==> src/rtl/sdram_colgen_pkg.sv <==
package sdram_colgen_pkg;
    typedef enum logic [1:0] {
        ST_IDLE  = 2'd0,
        ST_BURST = 2'd1,
        ST_PAGE  = 2'd2
    } cg_state_t;

    localparam logic [2:0] LEN_PAGE = 3'd7;

    // log2 of the fixed burst length for a length code
    function automatic logic [1:0] len_log2(input logic [2:0] code);
        unique case (code)
            3'd1:    return 2'd1;
            3'd2:    return 2'd2;
            3'd3:    return 2'd3;
            default: return 2'd0;
        endcase
    endfunction
endpackage

==> src/rtl/sdram_colgen_addr.sv <==
module sdram_colgen_addr #(
    parameter int COL_W = 8
) (
    input  logic [COL_W-1:0] base,
    input  logic [COL_W-1:0] cnt,
    input  logic [1:0]       len_lg,
    input  logic             il,
    input  logic             full,
    output logic [COL_W-1:0] col,
    output logic [COL_W-1:0] mask
);
    logic [COL_W-1:0] seq_off;
    logic [COL_W-1:0] il_off;

    always_comb begin
        mask    = (COL_W'(1) << len_lg) - COL_W'(1);
        seq_off = (base + cnt) & mask;
        il_off  = (base ^ cnt) & mask;
        if (full)
            col = base + cnt;
        else if (il)
            col = (base & ~mask) | il_off;
        else
            col = (base & ~mask) | seq_off;
    end
endmodule

==> src/rtl/sdram_colgen_rdpipe.sv <==
module sdram_colgen_rdpipe #(
    parameter int MAX_CL = 3
) (
    input  logic clk,
    input  logic rst_n,
    input  logic din,
    input  logic cl_sel,
    output logic dout
);
    logic [MAX_CL-1:0] sr;

    always_ff @(posedge clk) begin
        if (!rst_n) begin
            sr <= '0;
        end else begin
            sr[0] <= din;
            for (int k = 1; k < MAX_CL; k++)
                sr[k] <= sr[k-1];
        end
    end

    always_comb dout = cl_sel ? sr[2] : sr[1];


    rd_lat2_chk: assert property (@(posedge clk) disable iff (!rst_n)
        (dout && !cl_sel && $past(!cl_sel)) |-> $past(din, 2));

    rd_lat3_chk: assert property (@(posedge clk) disable iff (!rst_n)
        (dout && cl_sel && $past(cl_sel) && $past(cl_sel, 2)) |-> $past(din, 3));
endmodule

==> src/rtl/sdram_burst_colgen.sv <==
module sdram_burst_colgen
    import sdram_colgen_pkg::*;
#(
    parameter int PAGE_COLS = 256,
    parameter int MAX_CL    = 3,
    localparam int COL_W    = $clog2(PAGE_COLS)
) (
    input  logic             clk,
    input  logic             rst_n,
    input  logic             start,
    input  logic [COL_W-1:0] start_col,
    input  logic             start_wr,
    input  logic [2:0]       len_code,
    input  logic             order_il,
    input  logic             cl_sel,
    input  logic             single_wr,
    input  logic             stop,
    output logic [COL_W-1:0] col_out,
    output logic             beat_vld,
    output logic             beat_last,
    output logic             rd_data_vld
);
    cg_state_t        state;
    logic [COL_W-1:0] base_q;
    logic [COL_W-1:0] cnt_q;
    logic [1:0]       lg_q;
    logic             il_q;
    logic             wr_q;
    logic [COL_W-1:0] last_idx;
    logic [COL_W-1:0] mask;
    logic             one_beat;
    logic             rd_beat;

    // one-beat write overrides the programmed length
    always_comb one_beat = start_wr && single_wr;

    always_comb last_idx = (COL_W'(1) << lg_q) - COL_W'(1);

    // state register
    always_ff @(posedge clk) begin
        if (!rst_n) begin
            state  <= ST_IDLE;
            base_q <= '0;
            cnt_q  <= '0;
            lg_q   <= '0;
            il_q   <= 1'b0;
            wr_q   <= 1'b0;
        end else if (start) begin
            base_q <= start_col;
            cnt_q  <= '0;
            wr_q   <= start_wr;
            il_q   <= order_il;
            lg_q   <= one_beat ? 2'd0 : len_log2(len_code);
            state  <= (len_code == LEN_PAGE && !one_beat) ? ST_PAGE : ST_BURST;
        end else if (stop) begin
            state <= ST_IDLE;
        end else begin
            unique case (state)
                ST_IDLE: ;
                ST_BURST: begin
                    if (cnt_q == last_idx) state <= ST_IDLE;
                    else                   cnt_q <= cnt_q + COL_W'(1);
                end
                ST_PAGE: cnt_q <= cnt_q + COL_W'(1);
                default: state <= ST_IDLE;
            endcase
        end
    end

    sdram_colgen_addr #(.COL_W(COL_W)) u_addr (
        .base   (base_q),
        .cnt    (cnt_q),
        .len_lg (lg_q),
        .il     (il_q),
        .full   (state == ST_PAGE),
        .col    (col_out),
        .mask   (mask)
    );

    // outputs
    always_comb begin
        beat_vld  = 1'b0;
        beat_last = 1'b0;
        unique case (state)
            ST_IDLE: ;
            ST_BURST: begin
                beat_vld  = 1'b1;
                beat_last = (cnt_q == last_idx);
            end
            ST_PAGE: beat_vld = 1'b1;
            default: ;
        endcase
        rd_beat = beat_vld && !wr_q;
    end

    sdram_colgen_rdpipe #(.MAX_CL(MAX_CL)) u_rdpipe (
        .clk    (clk),
        .rst_n  (rst_n),
        .din    (rd_beat),
        .cl_sel (cl_sel),
        .dout   (rd_data_vld)
    );


    start_first_chk: assert property (@(posedge clk) disable iff (!rst_n)
        start |=> (beat_vld && col_out == $past(start_col)));

    last_fixed_chk: assert property (@(posedge clk) disable iff (!rst_n)
        beat_last |-> (beat_vld && state == ST_BURST));

    stop_end_chk: assert property (@(posedge clk) disable iff (!rst_n)
        (stop && !start) |=> !beat_vld);

    burst_end_chk: assert property (@(posedge clk) disable iff (!rst_n)
        (beat_last && !start) |=> !beat_vld);

    wrap_bound_chk: assert property (@(posedge clk) disable iff (!rst_n)
        (state == ST_BURST && $past(state == ST_BURST) && !$past(start))
        |-> (((col_out ^ $past(col_out)) & ~mask) == '0));
endmodule

==> config.mk <==
export PLATFORM = sky130hd
export DESIGN_NAME = sdram_burst_colgen
export DESIGN_NICKNAME = d
export VERILOG_FILES = /design/src/rtl/sdram_colgen_pkg.sv /design/src/rtl/sdram_colgen_addr.sv /design/src/rtl/sdram_colgen_rdpipe.sv /design/src/rtl/sdram_burst_colgen.sv
export SDC_FILE = /design/constraint.sdc
export NUM_CORES = 1
export LEC_CHECK = 0
export ABC_AREA = 1
export CAP_MARGIN = 20
export CORE_MARGIN = 2
export CORE_UTILIZATION = 44
export CTS_CLUSTER_DIAMETER = 200
export DETAILED_ROUTE_END_ITERATION = 8
export MAX_ROUTING_LAYER = met4
export PLACE_DENSITY = 0.69
export SETUP_SLACK_MARGIN = 0.2
export SYNTH_ARGS = -nofsm -noshare
export SYNTH_HDL_FRONTEND = slang
export SYNTH_HIERARCHICAL = 1
export SYNTH_SLANG_ARGS = --single-unit
==> constraint.sdc <==
create_clock -name clk -period 3.1 [get_ports clk]
set_input_delay 0.62 -clock clk [delete_from_list [all_inputs] [get_ports clk]]
set_output_delay 0.62 -clock clk [all_outputs]
set_load 0.05 [all_outputs]
==> results, run 1 <==
- The cts-stage hold buffer count is 0.
- The total via count in the routed design is 1595.
- The region available for standard cell placement spans around 3700 sq um.
- The power density relative to cell area is 337 nW/um^2.
- The max-capacitance violation count is 0.
- In this run the critical register-to-register path is captured at cnt_q[5]$_SDFFE_PP0P_.
- The worst register-to-register path begins at state[0]$_SDFFE_PN0P_.
- The smallest clock period supported by the final layout is computed as 2.74 ns.
- The instance count on the critical path is 8.
- TritonCTS built the clock tree.
- Averaged over all synthesized cells, the footprint is between 6 and 7 sq um.
- The type of origin of the critical path is a register.
- Pin placement for this block handled 30 I/O pins.
- In this run the most critical hold path is launched from u_rdpipe/sr[0]$_SDFF_PN0_.
- The clock transition at the registers of the reported paths is around 0.09 ns.
- Yosys printed 6 warnings.
- The final-report max-slew violation count is 0.
- Summing every instance area after synthesis gives 1670 sq um.
- The number of clock sinks is 25.
- The end point of the critical path is col_out[2].
- The count of buffers from port buffering is 29.
- Between clock sinks in the finished design, the worst skew comes to around 0.0026 ns.
- The number of antenna-violating nets in the routed design is 0.
- The floorplan die area is 4300 sq um.
- The gate count after technology mapping is 259.
- The required time at the worst-slack endpoint is 2.48 ns.
- The buffer type at the clock tree root is clkbuf_8.
- The largest fanout of any net on the critical path is 6.
- Walking the worst path, the cells encountered are ha_1 -> inv_1 -> fa_1 -> xnor2_1 -> nor2_1 -> o21ai_0 -> o21a_1 -> buf_12.
- The number of core rows is 22.
- In this run the worst setup path begins at cnt_q[0]$_SDFFE_PP0P_.
- The die is about 66 um tall.
- The highest attainable clock frequency is between 300 and 400 MHz.
- Post-CTS timing repair inserted 0 buffers for setup.
- Setup violations remaining at the end of the flow were counted as 0.
- Setup repair after global routing left no endpoint under its margin.
- The reg-to-reg setup timing slack is ~1.6 ns.
- The delay contributed by the slowest stage of the critical path is 0.43 ns.
- The number of buffers on the longest clock path is 2.
- The end-of-flow core utilization is 55.8%.
- For this run, design rule violations remaining after detail routing come to 0.
- The peak supply drop is between 300 and 400 uV.
- The clock latency reported for the late side of the worst-skew pair is roughly 0.26 ns.
- The layout-stage area growth over the synthesis result is 22.6%.
- The number of DRC markers after the initial detailed-route iteration is 62.
- The setup slack after placement is 0.343 ns.
- When the netlist entered floorplanning its net count stood at 290.
- The share of the clock period used by the worst path is 88.2%.
- The worst hold path belongs to the class register to register.
- The depth of the worst register-to-register path is 7.
- Entering global routing, the biggest net connects 15 pins.
- The routability congestion estimate from global placement is approximately 0.82.
- For this run the aggregate overflow at the end of global routing stands at 0.
- The aggregate routed wire length is 3.55 mm.
- The HPWL after detailed placement is roughly 2.8 mm.
- The number of global-route vias before repair is 1434.
- The final hold violation count was 0.
- The number of levels the H-tree was split into is 1.
- The post-route netlist has 7.27% of its cells at a drive strength greater than 1.
- Across every metal layer, demand over resource in global routing totals 18.2%.
- The overall die width is between 60 and 70 um.
- The number of buffers and inverters on the critical path is 2.
- Dividing the detail-routed via count by the number of cells gives 4.73.
- On the critical path the largest part of the delay comes from adder cells.
- The number of clock buffers added by TritonCTS is 3.
- The number of stages on the worst hold path is 2.
- The analysis attributes to cell leakage a power of about 1.0 nW.
- The first detailed-routing pass took 4 iterations.
- The initial standard-cell utilization of the core is around 46%.
- Dividing the detail-routed wire length by the instance count gives between 10 and 15 um.
- The final sum of negative setup slack is 0 ns.
- The worst setup path is captured at a primary output.
- Setup slack on the critical path of the routed design comes to 0.365 ns.
- 0 antenna diodes ended up in the layout.
- The sum of internal, switching and leakage power is 0.000688 W.
- The headroom to the max-slew limit is 67.2%.
- The worst-path cell with the longest stage delay is fa_1.
- The arrival time reported for the critical path endpoint is about 2.1 ns.
- The critical path is of the register to primary output type.
- The run finished with clean final reports.
- The wire length of the first global-routing pass is 6.10 mm.
- For the pin with the worst max-slew slack, the measured transition is about 0.49 ns.
- The number of nets in the final layout is 321.
- The initial antenna violation count is 0.
## power breakdown
group / internal [W] / total [W] / leakage, nW / switching [W]
clock network: 0.0000917 / 0.000193 / 0.0228 / 0.000101
logic: 0.0000624 / 0.000153 / 0.787 / 0.0000903
registers: 0.000332 / 0.000343 / 0.205 / 0.0000111
## through the flow
step	hold WS, ns	cell area (sq um)	instances
after global routing	0.450	2040	337
after floorplan	0.386	1670	259
after CTS	0.417	2050	337
final	0.415	2040	337
after global placement	0.401	2000	333
after detailed placement	0.408	2000	333
## what timing repair did
| item | 4_1_cts | 5_1_grt |
|---|---|---|
| pin swaps | 0 | 0 |
| resized for setup | 3 | 3 |
| endpoints found under the setup margin | 3 | 2 |
## worst reg2reg max path, cell delays in order, from the launching register on
cell and delay, ns:
dfxtp_1 0.36, inv_1 0.07, ha_1 0.33, nor2_1 0.21, nand2_4 0.13, inv_2 0.15, nand2_1 0.07, a21oi_1 0.13
## layout make-up
| cell class | count | area (sq um) |
|---|---|---|
| fill | 389 | 1620 |
| clock buffer | 4 | 45.0 |
| timing repair buffer | 31 | 298 |
| multi-input combinational | 189 | 988 |
| sequential | 25 | 502 |
| inverter | 40 | 150 |
| tap | 48 | 60.1 |
## layer usage
metal	track usage, %	up-vias	routed length (um)
met5	-	-	0
met4	4.43	0	14
met3	2.74	2	99
met2	29.1	28	1610
met1	24.4	691	1820
li1	-	874	-
## worst min path at each step
stage	end	slack, ns
CTS	u_rdpipe/sr[1]$_SDFF_PN0_	0.42
finish	u_rdpipe/sr[1]$_SDFF_PN0_	0.42
global placement	u_rdpipe/sr[1]$_SDFF_PN0_	0.40
floorplan	u_rdpipe/sr[1]$_SDFF_PN0_	0.39
detailed placement	u_rdpipe/sr[1]$_SDFF_PN0_	0.41
global route	u_rdpipe/sr[1]$_SDFF_PN0_	0.45
## cell usage in the layout (no fill, tap or decap), types with 6 or more instances in the layout
| cell type | instances |
|---|---|
| inv_1 | 37 |
| nand3_1 | 14 |
| nor2_1 | 12 |
| a21oi_1 | 24 |
| dfxtp_1 | 24 |
| buf_4 | 6 |
| nand2_1 | 95 |
| clkdlybuf4s50_1 | 21 |
| o21ai_0 | 7 |
| ha_1 | 11 |
## registers in the layout, summed over array words and instances (netlist names)
signal / count
state: 2
lg_q: 2
cnt_q: 8
base_q: 8
il_q: 1
wr_q: 1
u_rdpipe/sr: 3
No activity file was read; power rests on OpenSTA's default activity.
==> inputs of run 2 (changes only) <==
--- a/config.mk
+++ b/config.mk
@@ -8,11 +8,10 @@
 export ABC_AREA = 1
 export CAP_MARGIN = 20
 export CORE_MARGIN = 2
-export CORE_UTILIZATION = 44
+export CORE_UTILIZATION = 35
 export CTS_CLUSTER_DIAMETER = 200
 export DETAILED_ROUTE_END_ITERATION = 8
 export MAX_ROUTING_LAYER = met4
-export PLACE_DENSITY = 0.69
 export SETUP_SLACK_MARGIN = 0.2
 export SYNTH_ARGS = -nofsm -noshare
 export SYNTH_HDL_FRONTEND = slang
==> run 2 against run 1 <==
Effect of this change: first-iteration DRC count rose by 8.1%; count of clock-buffer cells in the layout did not move; via count rose by 1.4%; die area rose by 24%; sequential share of layout area barely moved; combinational power barely moved; critical path depth did not move; sequential power barely moved; register-to-register slack improved by 0.04 ns; power rose by 0.61%; sequential cell count did not move; largest power group unchanged.
==> results, run 2 (synthesized netlist as in run 1, its figures left out) <==
- The floorplan die area is 5330 sq um (+24%).
- The clock period minus worst slack is 2.77 ns (+0.0382 ns).
- The setup slack after placement is 0.403 ns (+0.0600 ns).
- The number of core rows is 25 (+14%).
- The final-report max-slew violation count is 0 (unchanged).
- The post-detailed-route via-to-cell ratio came to 4.73 (-0.10%).
- The leading cell type in the layout, fill and taps excluded is nand2_1.
- The number of antenna-violating nets in the routed design came to 0 (unchanged).
- The critical path ends at col_out[2].
- The startpoint identified for the worst register-to-register timing path is state[0]$_SDFFE_PN0P_.
- The number of inserted diodes is 0 (unchanged).
- The final sum of negative setup slack is 0 ns (unchanged).
- The number of global-route vias before repair was 1447 (+0.91%).
- The final count of negative-setup-slack endpoints is 0 (unchanged).
- The max-capacitance violation count is 0 (unchanged).
- The area of the multi-input gates is 988 sq um (unchanged).
- The initial antenna violation count is 0 (unchanged).
- The top cell types in the final layout, fill and taps aside, are nand2_1, inv_1, a21oi_1, dfxtp_1, clkdlybuf4s50_1.
- The largest fanout of any net on the critical path is 6 (unchanged).
- The transition at the pin with the smallest max-transition slack is 0.502 ns (+0.0114 ns).
- The capturing element type of the critical path is a primary output.
- The highest attainable clock frequency came to 361 MHz (-1.4%).
- The depth of the worst register-to-register path is 7 (unchanged).
- The leakage power is 1.02 nW (+0.76%).
- The final HPWL from detailed placement was 2.87 mm (+2.5%).
- The peak supply drop is 160 uV (-47%).
- TritonCTS built the clock tree.
- The clock transition at the registers of the reported paths was 0.08 ns (about the same).
- The buffering stage count on the worst path with inverters included is 2 (unchanged).
- The initial standard-cell utilization of the core is 35.8% (-9.8 points).
- The number of nets in the final layout is 320 (-0.31%).
- The post-route DRC violation count is 0 (unchanged).
- The post-detailed-route wirelength per cell is 10.9 um (+3.2%).
- The worst hold path belongs to the class register to register.
- The final hold violation count was 0 (unchanged).
- The die height was 73.0 um (+11%).
- The wire length of the first global-routing pass is 6.48 mm (+6.2%).
- The total core area is 4660 sq um (+27%).
- The number of buffers on the longest clock path was 2 (unchanged).
- The share of final-layout standard cells stronger than drive strength 1 is 7.29% (+0.025 points).
- The number of buffers inserted to repair setup after CTS is 0 (unchanged).
- The boundary pin count is 30 (unchanged).
- Setup repair after global routing left no endpoint under its margin.
- The remaining global-route overflow is 0 (unchanged).
- The count of buffers from port buffering is 29 (unchanged).
- The maximum number of pins on one net before global-route repair is 15 (unchanged).
- The required time at the worst-slack endpoint is 2.48 ns (about the same).
- The total via count in the routed design was 1617 (+1.4%).
- In this run the worst setup path begins at cnt_q[0]$_SDFFE_PP0P_.
- The arrival time reported for the critical path endpoint is 2.15 ns (+0.03 ns).
- The power density relative to cell area is 339 nW/um^2 (+0.55%).
- The setup skew after layout is 0.0104 ns (+0.00772 ns).
- The area taken by flip-flops and latches is 502 sq um (unchanged).
- The endpoint identified for the worst register-to-register timing path is cnt_q[4]$_SDFFE_PP0P_.
- The number of detailed-routing iterations run before antenna repair was 4 (unchanged).
- The clock latency reported for the late side of the worst-skew pair was 0.27 ns (about the same).
- The overall die width was 73.0 um (+11%).
- The critical path goes through ha_1 -> inv_1 -> fa_1 -> xnor2_1 -> nor2_1 -> o21ai_0 -> o21a_1 -> buf_12.
- The cell sitting at the root of the clock tree is a clkbuf_8.
- The number of clock sinks is 25 (unchanged).
- On the critical path, the stage with the largest delay is an instance of fa_1.
- The global-route usage over all layers is 16.1% (-2.2 points).
- The number of levels the H-tree was split into is 1 (unchanged).
- The number of DRC markers after the initial detailed-route iteration came to 67 (+8.1%).
- The share of the clock period used by the worst path is 89.5% (+1.2 points).
- The type of origin of the critical path is a register.
- The reg-to-reg setup timing slack was 1.62 ns (+0.04 ns).
- The aggregate routed wire length is 3.72 mm (+4.7%).
- The headroom to the max-slew limit is 66.4% (-0.76 points).
- The routability congestion estimate from global placement is 0.894 (+8.9%).
- The TritonCTS buffer count was 3 (unchanged).
- The instance count on the critical path is 8 (unchanged).
- The setup slack after layout is 0.327 ns (-0.0382 ns).
- The cts-stage hold buffer count is 0 (unchanged).
- The filler cell count is 495 (+27%).
- The run finished with clean final reports.
- The class of the most critical setup path is register to primary output.
- Grouping stages by cell kind, the critical path spends the most delay in adder cells.
- The largest registers in the layout are base_q: 8 flops, cnt_q: 8 flops, u_rdpipe/sr: 3 flops.
- The layout-stage area growth over the synthesis result is 22.7% (about the same).
- The delay contributed by the slowest stage of the critical path is 0.44 ns (about the same).
==> run 2: cell types whose count changed in the layout (fill, tap and decap cells not counted), sizes merged <==
cell | previous run | this run
clkdlybuf4s50 | 21 | 20
dlymetal6s2s | 0 | 1
dlygate4sd2 | 2 | 1
==> run 2: routing by layer <==
metal / track usage [%] / up-vias / routed length (um)
li1: - / 867 / -
met1: 21.0 / 718 / 1870
met2: 26.1 / 28 / 1680
met3: 2.07 / 4 / 126
met4: 4.32 / 0 / 37
met5: - / - / 0
==> run 2: per-stage QoR <==
| step | instance area (sq um) | hold WS [ns] | utilization (%) | total power (W) | cells |
|---|---|---|---|---|---|
| 3_5_place_dp | 2000 | 0.405 | 43.0 | 0.000507 | 338 |
| 4_1_cts | 2040 | 0.418 | 43.9 | 0.000704 | 342 |
| 6_report | 2040 | 0.413 | 43.9 | 0.000692 | 342 |
| 5_1_grt | 2040 | 0.456 | 43.9 | 0.000730 | 342 |
| 3_3_place_gp | 2000 | 0.403 | 43.0 | 0.000505 | 338 |
| 2_1_floorplan | 1670 | 0.386 | - | 0.000444 | 259 |
==> run 2: final cells by class <==
class | instances | share of cell area, %
flip-flops and latches | 25 | 24.5
clock buffers | 4 | 2.20
multi-input cells | 189 | 48.3
inverters | 40 | 7.34
well taps | 54 | 3.30
repair buffers | 30 | 14.3
==> run 2: worst min path at each step <==
| stage | startpoint | to | cells after the start | slack (ns) |
|---|---|---|---|---|
| 3_3_place_gp | u_rdpipe/sr[0]$_SDFF_PN0_ | u_rdpipe/sr[1]$_SDFF_PN0_ | 2 | 0.40 |
| 5_1_grt | u_rdpipe/sr[0]$_SDFF_PN0_ | u_rdpipe/sr[1]$_SDFF_PN0_ | 2 | 0.46 |
| 2_1_floorplan | u_rdpipe/sr[0]$_SDFF_PN0_ | u_rdpipe/sr[1]$_SDFF_PN0_ | 2 | 0.39 |
| 6_report | u_rdpipe/sr[0]$_SDFF_PN0_ | u_rdpipe/sr[1]$_SDFF_PN0_ | 2 | 0.41 |
| 3_5_place_dp | u_rdpipe/sr[0]$_SDFF_PN0_ | u_rdpipe/sr[1]$_SDFF_PN0_ | 2 | 0.41 |
| 4_1_cts | u_rdpipe/sr[0]$_SDFF_PN0_ | u_rdpipe/sr[1]$_SDFF_PN0_ | 2 | 0.42 |
==> run 2: report_power, final <==
group	total [W]	switching [W]	internal, W	leakage [nW]
logic	0.000154	0.0000917	0.0000625	0.795
registers	0.000342	0.0000100	0.000332	0.205
clock network	0.000196	0.000104	0.0000920	0.0228
total	0.000692	0.000206	0.000487	1.02
==> run 2: what timing repair did <==
action	in CTS	in global routing
gates resized for setup	2	4
setup endpoints to repair	2	3
endpoints found under the hold margin	0	0
==> run 2: tightest hold or removal path, delay by kind of cell, from the launching register on <==
family / cells / cell delay [ns]
buffers and inverters: 1 / 0.03
DFF: 1 / 0.30
and+or+nand+nor: 1 / 0.05
